<file path="src/rtl/dmt_pkg.sv">
package dmt_pkg;

   typedef enum logic [1:0] {
      MODE_PWM  = 2'd0,
      MODE_CAP2 = 2'd1,
      MODE_TMR2 = 2'd2,
      MODE_MIX  = 2'd3
   } dmt_mode_e;

   typedef struct packed {
      logic      src_b_ev;
      logic      src_a_ev;
      logic      ev1_fall;
      logic      ev0_fall;
      dmt_mode_e mode;
   } dmt_ctrl_t;

   localparam int unsigned FLAG_N   = 4;
   localparam int unsigned ADR_CTRL = 0;
   localparam int unsigned ADR_RLDA = 1;
   localparam int unsigned ADR_RLDB = 2;
   localparam int unsigned ADR_CLR  = 3;
   localparam int unsigned ADR_IEN  = 4;

endpackage

</file>
<file path="src/rtl/dmt_edge_sync.sv">
module dmt_edge_sync #(
   parameter int STAGES = 2
) (
   input  logic clk,
   input  logic rst_n,
   input  logic pin_i,
   input  logic fall_sel_i,
   output logic hit_o
);

   generate
      if (STAGES < 2) begin : g_bad_stages
         $error("dmt_edge_sync: STAGES must be at least 2");
      end
   endgenerate

   logic [STAGES-1:0] chain_q;
   logic              last_q;
   logic              synced;

   assign synced = chain_q[STAGES-1];

   always_ff @(posedge clk or negedge rst_n) begin
      if (!rst_n) begin
         chain_q <= '0;
         last_q  <= 1'b0;
      end else begin
         chain_q <= {chain_q[STAGES-2:0], pin_i};
         last_q  <= synced;
      end
   end

   assign hit_o = fall_sel_i ? (last_q & ~synced) : (~last_q & synced);

endmodule

</file>
<file path="src/rtl/dmt_down_counter.sv">
module dmt_down_counter #(
   parameter int W = 16
) (
   input  logic         clk,
   input  logic         rst_n,
   input  logic         step_i,
   input  logic [W-1:0] reload_i,
   output logic [W-1:0] value_o,
   output logic         wrap_o
);

   assign wrap_o = step_i && (value_o == '0);

   always_ff @(posedge clk or negedge rst_n) begin
      if (!rst_n) begin
         value_o <= '0;
      end else if (step_i) begin
         value_o <= wrap_o ? reload_i : value_o - W'(1);
      end
   end

endmodule

</file>
<file path="src/rtl/dual_mode_timer.sv">
module dual_mode_timer
   import dmt_pkg::*;
#(
   parameter int CW          = 16,
   parameter int AW          = 3,
   parameter int SYNC_STAGES = 2
) (
   input  logic              clk,
   input  logic              rst_n,
   input  logic              tick_i,
   input  logic [1:0]        ev_i,
   input  logic              cfg_we_i,
   input  logic [AW-1:0]     cfg_addr_i,
   input  logic [CW-1:0]     cfg_wdata_i,
   output logic              pwm_o,
   output logic [CW-1:0]     cap0_o,
   output logic [CW-1:0]     cap1_o,
   output logic [FLAG_N-1:0] flags_o,
   output logic              irq_o
);

   localparam int NCH    = 2;
   localparam int CTRL_W = $bits(dmt_ctrl_t);
   localparam logic [AW-1:0] A_CTRL = AW'(ADR_CTRL);
   localparam logic [AW-1:0] A_RLDA = AW'(ADR_RLDA);
   localparam logic [AW-1:0] A_RLDB = AW'(ADR_RLDB);
   localparam logic [AW-1:0] A_CLR  = AW'(ADR_CLR);
   localparam logic [AW-1:0] A_IEN  = AW'(ADR_IEN);

   generate
      if (CW < CTRL_W) begin : g_bad_cw
         $error("dual_mode_timer: CW too narrow for control word");
      end
      if (AW < 3) begin : g_bad_aw
         $error("dual_mode_timer: AW must be at least 3");
      end
   endgenerate

   // configuration state
   dmt_ctrl_t         ctrl_q;
   logic [CW-1:0]     rld_q [NCH];
   logic [FLAG_N-1:0] ien_q;
   dmt_mode_e         mode_q;

   assign mode_q = ctrl_q.mode;

   always_ff @(posedge clk or negedge rst_n) begin
      if (!rst_n) begin
         ctrl_q   <= '0;
         rld_q[0] <= '0;
         rld_q[1] <= '0;
         ien_q    <= '0;
      end else if (cfg_we_i) begin
         if (cfg_addr_i == A_CTRL) ctrl_q   <= dmt_ctrl_t'(cfg_wdata_i[CTRL_W-1:0]);
         if (cfg_addr_i == A_RLDA) rld_q[0] <= cfg_wdata_i;
         if (cfg_addr_i == A_RLDB) rld_q[1] <= cfg_wdata_i;
         if (cfg_addr_i == A_IEN)  ien_q    <= cfg_wdata_i[FLAG_N-1:0];
      end
   end

   // per-channel synchronizer and counter
   logic [NCH-1:0] hit;
   logic [NCH-1:0] step;
   logic [NCH-1:0] wrap;
   logic [NCH-1:0] fall_vec;
   logic [CW-1:0]  cnt    [NCH];
   logic [CW-1:0]  reload [NCH];
   logic           pwm_q;
   logic           wrap_a;

   assign fall_vec = {ctrl_q.ev1_fall, ctrl_q.ev0_fall};
   assign wrap_a   = wrap[0];

   // counter A alternates its reload between high and low time in pulse mode
   assign reload[0] = (mode_q == MODE_PWM && pwm_q) ? rld_q[1] : rld_q[0];
   assign reload[1] = rld_q[1];

   generate
      for (genvar c = 0; c < NCH; c++) begin : g_ch
         dmt_edge_sync #(.STAGES(SYNC_STAGES)) u_sync (
            .clk        (clk),
            .rst_n      (rst_n),
            .pin_i      (ev_i[c]),
            .fall_sel_i (fall_vec[c]),
            .hit_o      (hit[c])
         );
         dmt_down_counter #(.W(CW)) u_cnt (
            .clk      (clk),
            .rst_n    (rst_n),
            .step_i   (step[c]),
            .reload_i (reload[c]),
            .value_o  (cnt[c]),
            .wrap_o   (wrap[c])
         );
      end
   endgenerate

   // mode personality: who steps, who captures
   logic [NCH-1:0] cap_evt;
   logic           cap1_from_b;

   always_comb begin
      step        = '0;
      cap_evt     = '0;
      cap1_from_b = 1'b0;
      case (mode_q)
         MODE_PWM: begin
            step[0] = tick_i;
         end
         MODE_CAP2: begin
            step[0] = tick_i;
            cap_evt = hit;
         end
         MODE_TMR2: begin
            step[0] = ctrl_q.src_a_ev ? hit[0] : tick_i;
            step[1] = ctrl_q.src_b_ev ? hit[1] : tick_i;
         end
         MODE_MIX: begin
            step[0]     = hit[0];
            step[1]     = tick_i;
            cap_evt[1]  = hit[1];
            cap1_from_b = 1'b1;
         end
         default: ;
      endcase
   end

   // output pulse, capture holding registers, flags
   logic [FLAG_N-1:0] flag_set;
   logic [FLAG_N-1:0] flag_clr;

   assign flag_set = {cap_evt[1], cap_evt[0], wrap[1], wrap[0]};
   assign flag_clr = (cfg_we_i && cfg_addr_i == A_CLR) ? cfg_wdata_i[FLAG_N-1:0] : '0;

   always_ff @(posedge clk or negedge rst_n) begin
      if (!rst_n) begin
         pwm_q   <= 1'b0;
         cap0_o  <= '0;
         cap1_o  <= '0;
         flags_o <= '0;
      end else begin
         if (mode_q == MODE_PWM && wrap[0]) pwm_q <= ~pwm_q;
         if (cap_evt[0]) cap0_o <= cnt[0];
         if (cap_evt[1]) cap1_o <= cap1_from_b ? cnt[1] : cnt[0];
         flags_o <= (flags_o & ~flag_clr) | flag_set;
      end
   end

   assign pwm_o = pwm_q;
   assign irq_o = |(flags_o & ien_q);

endmodule

</file>
<file path="config.mk">
export PLATFORM = sky130hd
export DESIGN_NAME = dual_mode_timer
export DESIGN_NICKNAME = d
export VERILOG_FILES = /design/src/rtl/dmt_pkg.sv /design/src/rtl/dmt_edge_sync.sv /design/src/rtl/dmt_down_counter.sv /design/src/rtl/dual_mode_timer.sv
export SDC_FILE = /design/constraint.sdc
export NUM_CORES = 1
export LEC_CHECK = 0
export BUFFER_PORTS_ARGS = -buffer_cell sky130_fd_sc_hd__buf_2
export CAP_MARGIN = 40
export CORE_MARGIN = 1
export CORE_UTILIZATION = 51
export CTS_CLUSTER_DIAMETER = 50
export DETAILED_ROUTE_END_ITERATION = 8
export GPL_TIMING_DRIVEN = 0
export PLACE_DENSITY = 0.84
export SLEW_MARGIN = 20
export SYNTH_ARGS = -nofsm -noshare
export SYNTH_HDL_FRONTEND = slang
export SYNTH_SLANG_ARGS = --single-unit
</file>
<file path="constraint.sdc">
create_clock -name clk -period 2.45 [get_ports clk]
set_clock_uncertainty 0.15 [all_clocks]
set_input_delay 0.245 -clock clk [delete_from_list [all_inputs] [get_ports clk]]
set_output_delay 0.245 -clock clk [all_outputs]
set_load 0.1 [all_outputs]
</file>
### Yosys cells after proc, flatten, opt, wreduce, memory -nomap -nowiden

Index checks and enable logic that the tools add are counted.

* bits in registers: 117
* input bits: 25
* output and inout bits: 38
* word-level logic and storage cells: 70

* add/sub/neg operators: 2
* equality and inequality tests: 7
* multiplexer cells: 14
* bitwise gates (word level): 13
* reductions and logical operators: 16

Operators by type and width (number)
* two-way mux 16 bit: 4
* logical NOT 16 bit: 2
* subtractor 16 x 1 -> 16 bit, second input constant: 2
* AND 4 bit: 2
* AND reduction 2 bit: 4
* two-way mux 1 bit: 7
* == test 3 x 2 -> 1 bit, second input constant: 2
* logical AND 1 bit: 5
* NOT 1 bit: 5
* AND 1 bit: 4
* == test 2 bit, second input constant: 2
* two-way mux 4 bit: 1
* NOT 4 bit: 1
* bitwise OR 4 bit: 1
* OR reduction 2 bit: 2
* OR reduction 4 bit: 1
* == test 3 x 1 -> 1 bit, second input constant: 1
* == test 3 bit, second input constant: 1
* logical NOT 3 bit: 1
* case mux 1 bit (3 select lines): 1
* == test 2 x 1 -> 1 bit, second input constant: 1
* logical NOT 2 bit: 1
* case mux 1 bit (2 select lines): 1

### Depth between registers and ports, before layout

* word-level depth: 7
* gate-level depth with buffers: 7

### Cells and area by module

From an unflattened synthesis, not the netlist that was laid out.

* cells, all modules: 485
* area, all modules: 5761.8 µm²

Modules (own cells, without submodules)
* dual_mode_timer: times used 1, cells each 241, area an instance 3382.0 µm²
* dmt_down_counter: times used 2, cells each 116, area an instance 1092.3 µm²
* dmt_edge_sync: times used 2, cells each 6, area an instance 97.6 µm²

### Least setup slack after synthesis

Ideal clock, no wire load.

* path kind: register -> register
* start: register pwm_q (netlist: pwm_o)
* end: register g_ch[0].u_cnt.value_o[6]
* library setup time: 0.125 ns
* data arrival time: 2.406 ns
* required time: 2.175 ns
* setup slack: -0.230 ns
* cell stages (with the launch flop): 8
* path buffers: 2
* cells stage by stage: dfrtp_1 > nor3b_1 > clkbuf_1 > buf_2 > nand2_1 > o21ai_0 > a21oi_1 > mux2_2

* word-level cells in the longest chain between the ends: 3

RTL lines
* start: declaration: line dual_mode_timer.sv:68 `logic pwm_q;`
* start signal: assignment: line dual_mode_timer.sv:142 `if (mode_q == MODE_PWM && wrap[0]) pwm_q <= ~pwm_q;`
* logical AND 1 bit: line dual_mode_timer.sv:75 `assign reload[0] = (mode_q == MODE_PWM && pwm_q) ? rld_q[1] : rld_q[0];`
* two-way mux 16 bit: line dual_mode_timer.sv:75
* two-way mux 16 bit: line dmt_down_counter.sv:18 `value_o <= wrap_o ? reload_i : value_o - W'(1);`
* end signal: assignment: line dmt_down_counter.sv:18
* end: declaration: line dmt_down_counter.sv:8 `output logic [W-1:0] value_o,`

No other way between the ends.
A chain may end at the register's enable or synchronous reset.

### Worst setup path in the final report

* start: register g_ch[1].u_cnt.value_o[5]
* end: register g_ch[1].u_cnt.value_o[3]

* word-level cells in the longest chain between the ends: 3

RTL lines
* start: declaration: line dmt_down_counter.sv:8
* start signal: assignment: line dmt_down_counter.sv:18
* logical NOT 16 bit: line dmt_down_counter.sv:12 `assign wrap_o = step_i && (value_o == '0);`
* logical AND 1 bit: line dmt_down_counter.sv:12
* two-way mux 16 bit: line dmt_down_counter.sv:18

No other way between the ends.

==> impl_metrics.yaml <==
synthesis:
  yosysTopAreaCellShare_pct: 54.0
  synth-seq-area-share_pct: 54.0
  async_flop_share_pct: 100
  syn_avg_cell_area_sq_um: 11.5
  yosysTopAreaCell: "dfrtp_1"
  ys_top_cells_by_area: "dfrtp_1 54%, mux2_2 13%, mux2i_1 6.3%"
  syn-num-nets: 500
  synth_edf_count: 0
  netlist_area_sq_mm: 0.00542
  synth.distinct_cells: 53
  synth_warnings: 0
  synth_common_cells: "117 x dfrtp_1, 62 x mux2_2, 50 x nand2_1, 41 x o21ai_0, 34 x mux2i_1"
  synth.most_common_cell: "dfrtp_1"
  postSynthRegisterBits: 117
  synthCells: 473
  synth_ff_type: "dfrtp_1"
power:
  power_frac_clock_pct: 27.2
  p_switching_mw: 4.15
  p_leak_nw: 3.18
  power_density_mw_per_mm2: 1350
  combPwrFrac_pct: 38.8
  peakVddDrop_mv: 0.906
  swShare_pct: 44.9
  intPower_mw: 5.10
  seqPwrFrac_pct: 34.0
placed_design:
  place_area_sq_mm: 0.00594
  hpwlAfterDp_um: 9140
  gp_congestion: 0.915
  port_buffers: 62
finish:
  nFillCells: 733
  fin_area_sq_mm: 0.00685
  nNetsFinal: 611
  n_antenna_cell: 0
  area_delta_synth_final_pct: 26.5
  drive_gt1_share_pct: 32.0
  final_util_pct: 66.4
floorplanning:
  rows: 37
  dieHeight_um: 105
  dieArea_sq_mm: 0.0110
  die_w_um: 105
  start_util_pct: 52.5
  ios: 63
  core_sq_mm: 0.0103
drt:
  drt_iter0_drc: 560
  drt-wirelength-per-cell_um: 19.0
  wirelength_um: 13900
  drc_errors: 0
  drt-pass1-iter-count: 6
  vias: 4436
  viasPerCell: 6.06
  drtAntennaViolNets: 0
worst_setup_path:
  path_max_fanout: 9
  worstReg2RegStart: "g_ch[1].u_cnt.value_o[5]"
  crit_type: "reg -> reg"
  cp.arrival_ps: 2680
  startpoint: "g_ch[1].u_cnt.value_o[5]"
  cpMaxStageDelayCell: "or3_4"
  max_stage_delay_ps: 490
  cp-start-kind: "flop"
  path_buf_inv: 1
  crit_required_ps: 2670
  crit_family: "simple AND/OR/NAND/NOR gates"
  cp-end-kind: "flop"
  path_cells: "nor3_1, nand3_1, or3_4, buf_6, mux2i_1, o21ai_1"
global_route:
  grt_remaining_overflow: 0
  grt_pass1_wl_um: 22800
  gr-usage-met2_pct: 43.2
  top_usage_layer: "met2"
  grt_pass1_vias: 4413
  gr-usage-met3_pct: 6.99
  gr-usage-all-layers_pct: 27.1
  grt.met1_usage_pct: 34.6
  grt_max_degree: 79
  antenna_found_initial: 0
status:
  violations: "negative setup slack"
  status: "finished, violations left"
hold_path:
  hold_start: "cfg_addr_i[2]"
  hp-class: "in -> reg"
timing:
  whs_ps: 3.66
  layout_setup_ws_ps: -8.77
  slew_headroom_pct: 48.6
  fmax_mhz: 407
  fin_crit_sh_pct: 100
  worstMarginPinSlew_ps: 768
  rsz0062_at_grt: "true"
  hold_viol: 0
  final.min_clock_period_ps: 2460
  final-setup-viol-count: 1
  slew_violations: 0
cts:
  clk_latency_ps: 520
  clockRootBuffer: "clkbuf_8"
  clkTransAtPathRegs_ps: 60
  numCtsBuffers: 17
  cts_htree_levels: 4
  cts_sinks: 117
  cts_max_path_buffers: 2
  cts_tree: "done"
flow_run:
  max-cap-violations: 0
==> path summary, 6_finish.rpt <==
check | end | slack [ps] | depth (start not counted)
worst max register to register | g_ch[1].u_cnt.value_o[3] | -9 | 6
min in group asynchronous | cap1_o[2] | 40 | 2
max in group asynchronous | g_ch[1].u_cnt.value_o[7] | 1400 | 3
worst min register to register | g_ch[1].u_sync.chain_q[1] | 200 | 0
worst max-delay path | g_ch[1].u_cnt.value_o[3] | -9 | 6
worst min-delay path | reload[3] | 4 | 3
==> flip-flops by register name, indices dropped and copies added (netlist names) <==
name and flops:
cap0_o 16, cap1_o 16, ctrl_q 4, flags_o 4, g_ch.u_cnt.value_o 32, g_ch.u_sync.chain_q 4
g_ch.u_sync.last_q 2, ien_q 4, mode_q 2, pwm_o 1, reload 16, rld_q 16
==> kinds of logic after synthesis <==
group | share of synthesized area (%)
buffers and inverters | 2.49
and+or+nand+nor | 12.8
adders and majority gates | 0.462
xor gates and xnor gates | 0.300
AOI/OAI and AO/OA | 10.7
muxes | 19.2
DFF | 54.0
==> final cells by class <==
cell class,instances,area (sq um),area share [%]
Sequential cell,117,2930,42.8
Multi-Input combinational cell,325,2410,35.1
Timing Repair Buffer,94,622,9.07
Clock buffer,18,418,6.10
Clock inverter,13,184,2.68
Tap cell,136,170,2.48
Buffer,17,77.6,1.13
Inverter,12,45.0,0.657
==> per-layer routing <==
| layer | share of wire, % | wire length, um | vias to the layer above |
|---|---|---|---|
| li1 | - | - | 1953 |
| met5 | 0 | 0 | - |
| met4 | 3.3 | 461 | 0 |
| met1 | 40 | 5590 | 2198 |
| met2 | 49 | 6770 | 237 |
| met3 | 8.0 | 1120 | 48 |
==> cells in the final DEF (no fill, tap or decap), types with 3 or more instances in the layout <==
cell / n
nand2_1: 50
o21ai_0: 40
nor4_1: 12
o41ai_1: 3
a32oi_1: 3
a21oi_1: 12
mux2i_1: 34
a22oi_1: 4
nand3_1: 5
nor2b_1: 5
buf_4: 11
nor3_1: 15
o31ai_1: 4
dfrtp_1: 115
dlygate4sd3_1: 19
inv_1: 12
clkinvlp_4: 6
mux2_2: 62
buf_2: 63
nand2b_1: 5
nor2_1: 16
bufinv_16: 4
clkbuf_16: 16
o21ai_1: 4
or3_4: 3
or3_1: 3
clkbuf_1: 13
a211oi_1: 3
==> timing repair <==
action                     CTS  global route
resized for setup            7             9
hold buffers                19             0
setup endpoints to repair   18            14
gates cloned                 0             1
hold endpoints to repair   165             0
pin swaps                    2             1
setup buffers                6             3
==> worst register-to-register path, delay by kind of cell, from the launching register on <==
kind,cells,cell delay (ps)
AO/OA/AOI/OAI,1,100
AND/OR/NAND/NOR,3,1300
multiplexers,1,170
flip-flops,1,450
buffers and inverters,1,150
==> power by group through the flow <==
stage	Clock [mW]	Sequential, mW	Combinational, mW
2_1_floorplan	0	4.53	1.21
3_3_place_gp	0	3.07	3.32
3_5_place_dp	0	3.12	3.41
4_1_cts	2.53	3.10	3.51
5_1_grt	2.63	3.21	3.77
6_report	2.51	3.14	3.59
==> through the flow <==
step                worst slack (ps)  power, mW  std cells  setup TNS (ps)
floorplan                       56.3       5.74        473               0
global placement                -504       6.39        671          -38040
detailed placement              -274       6.53        672           -1820
CTS                            0.796       9.14        727               0
global route                   -30.5       9.62        732           -85.1
finish                         -8.77       9.24        732           -8.77
(Power assumes the default switching activity.)
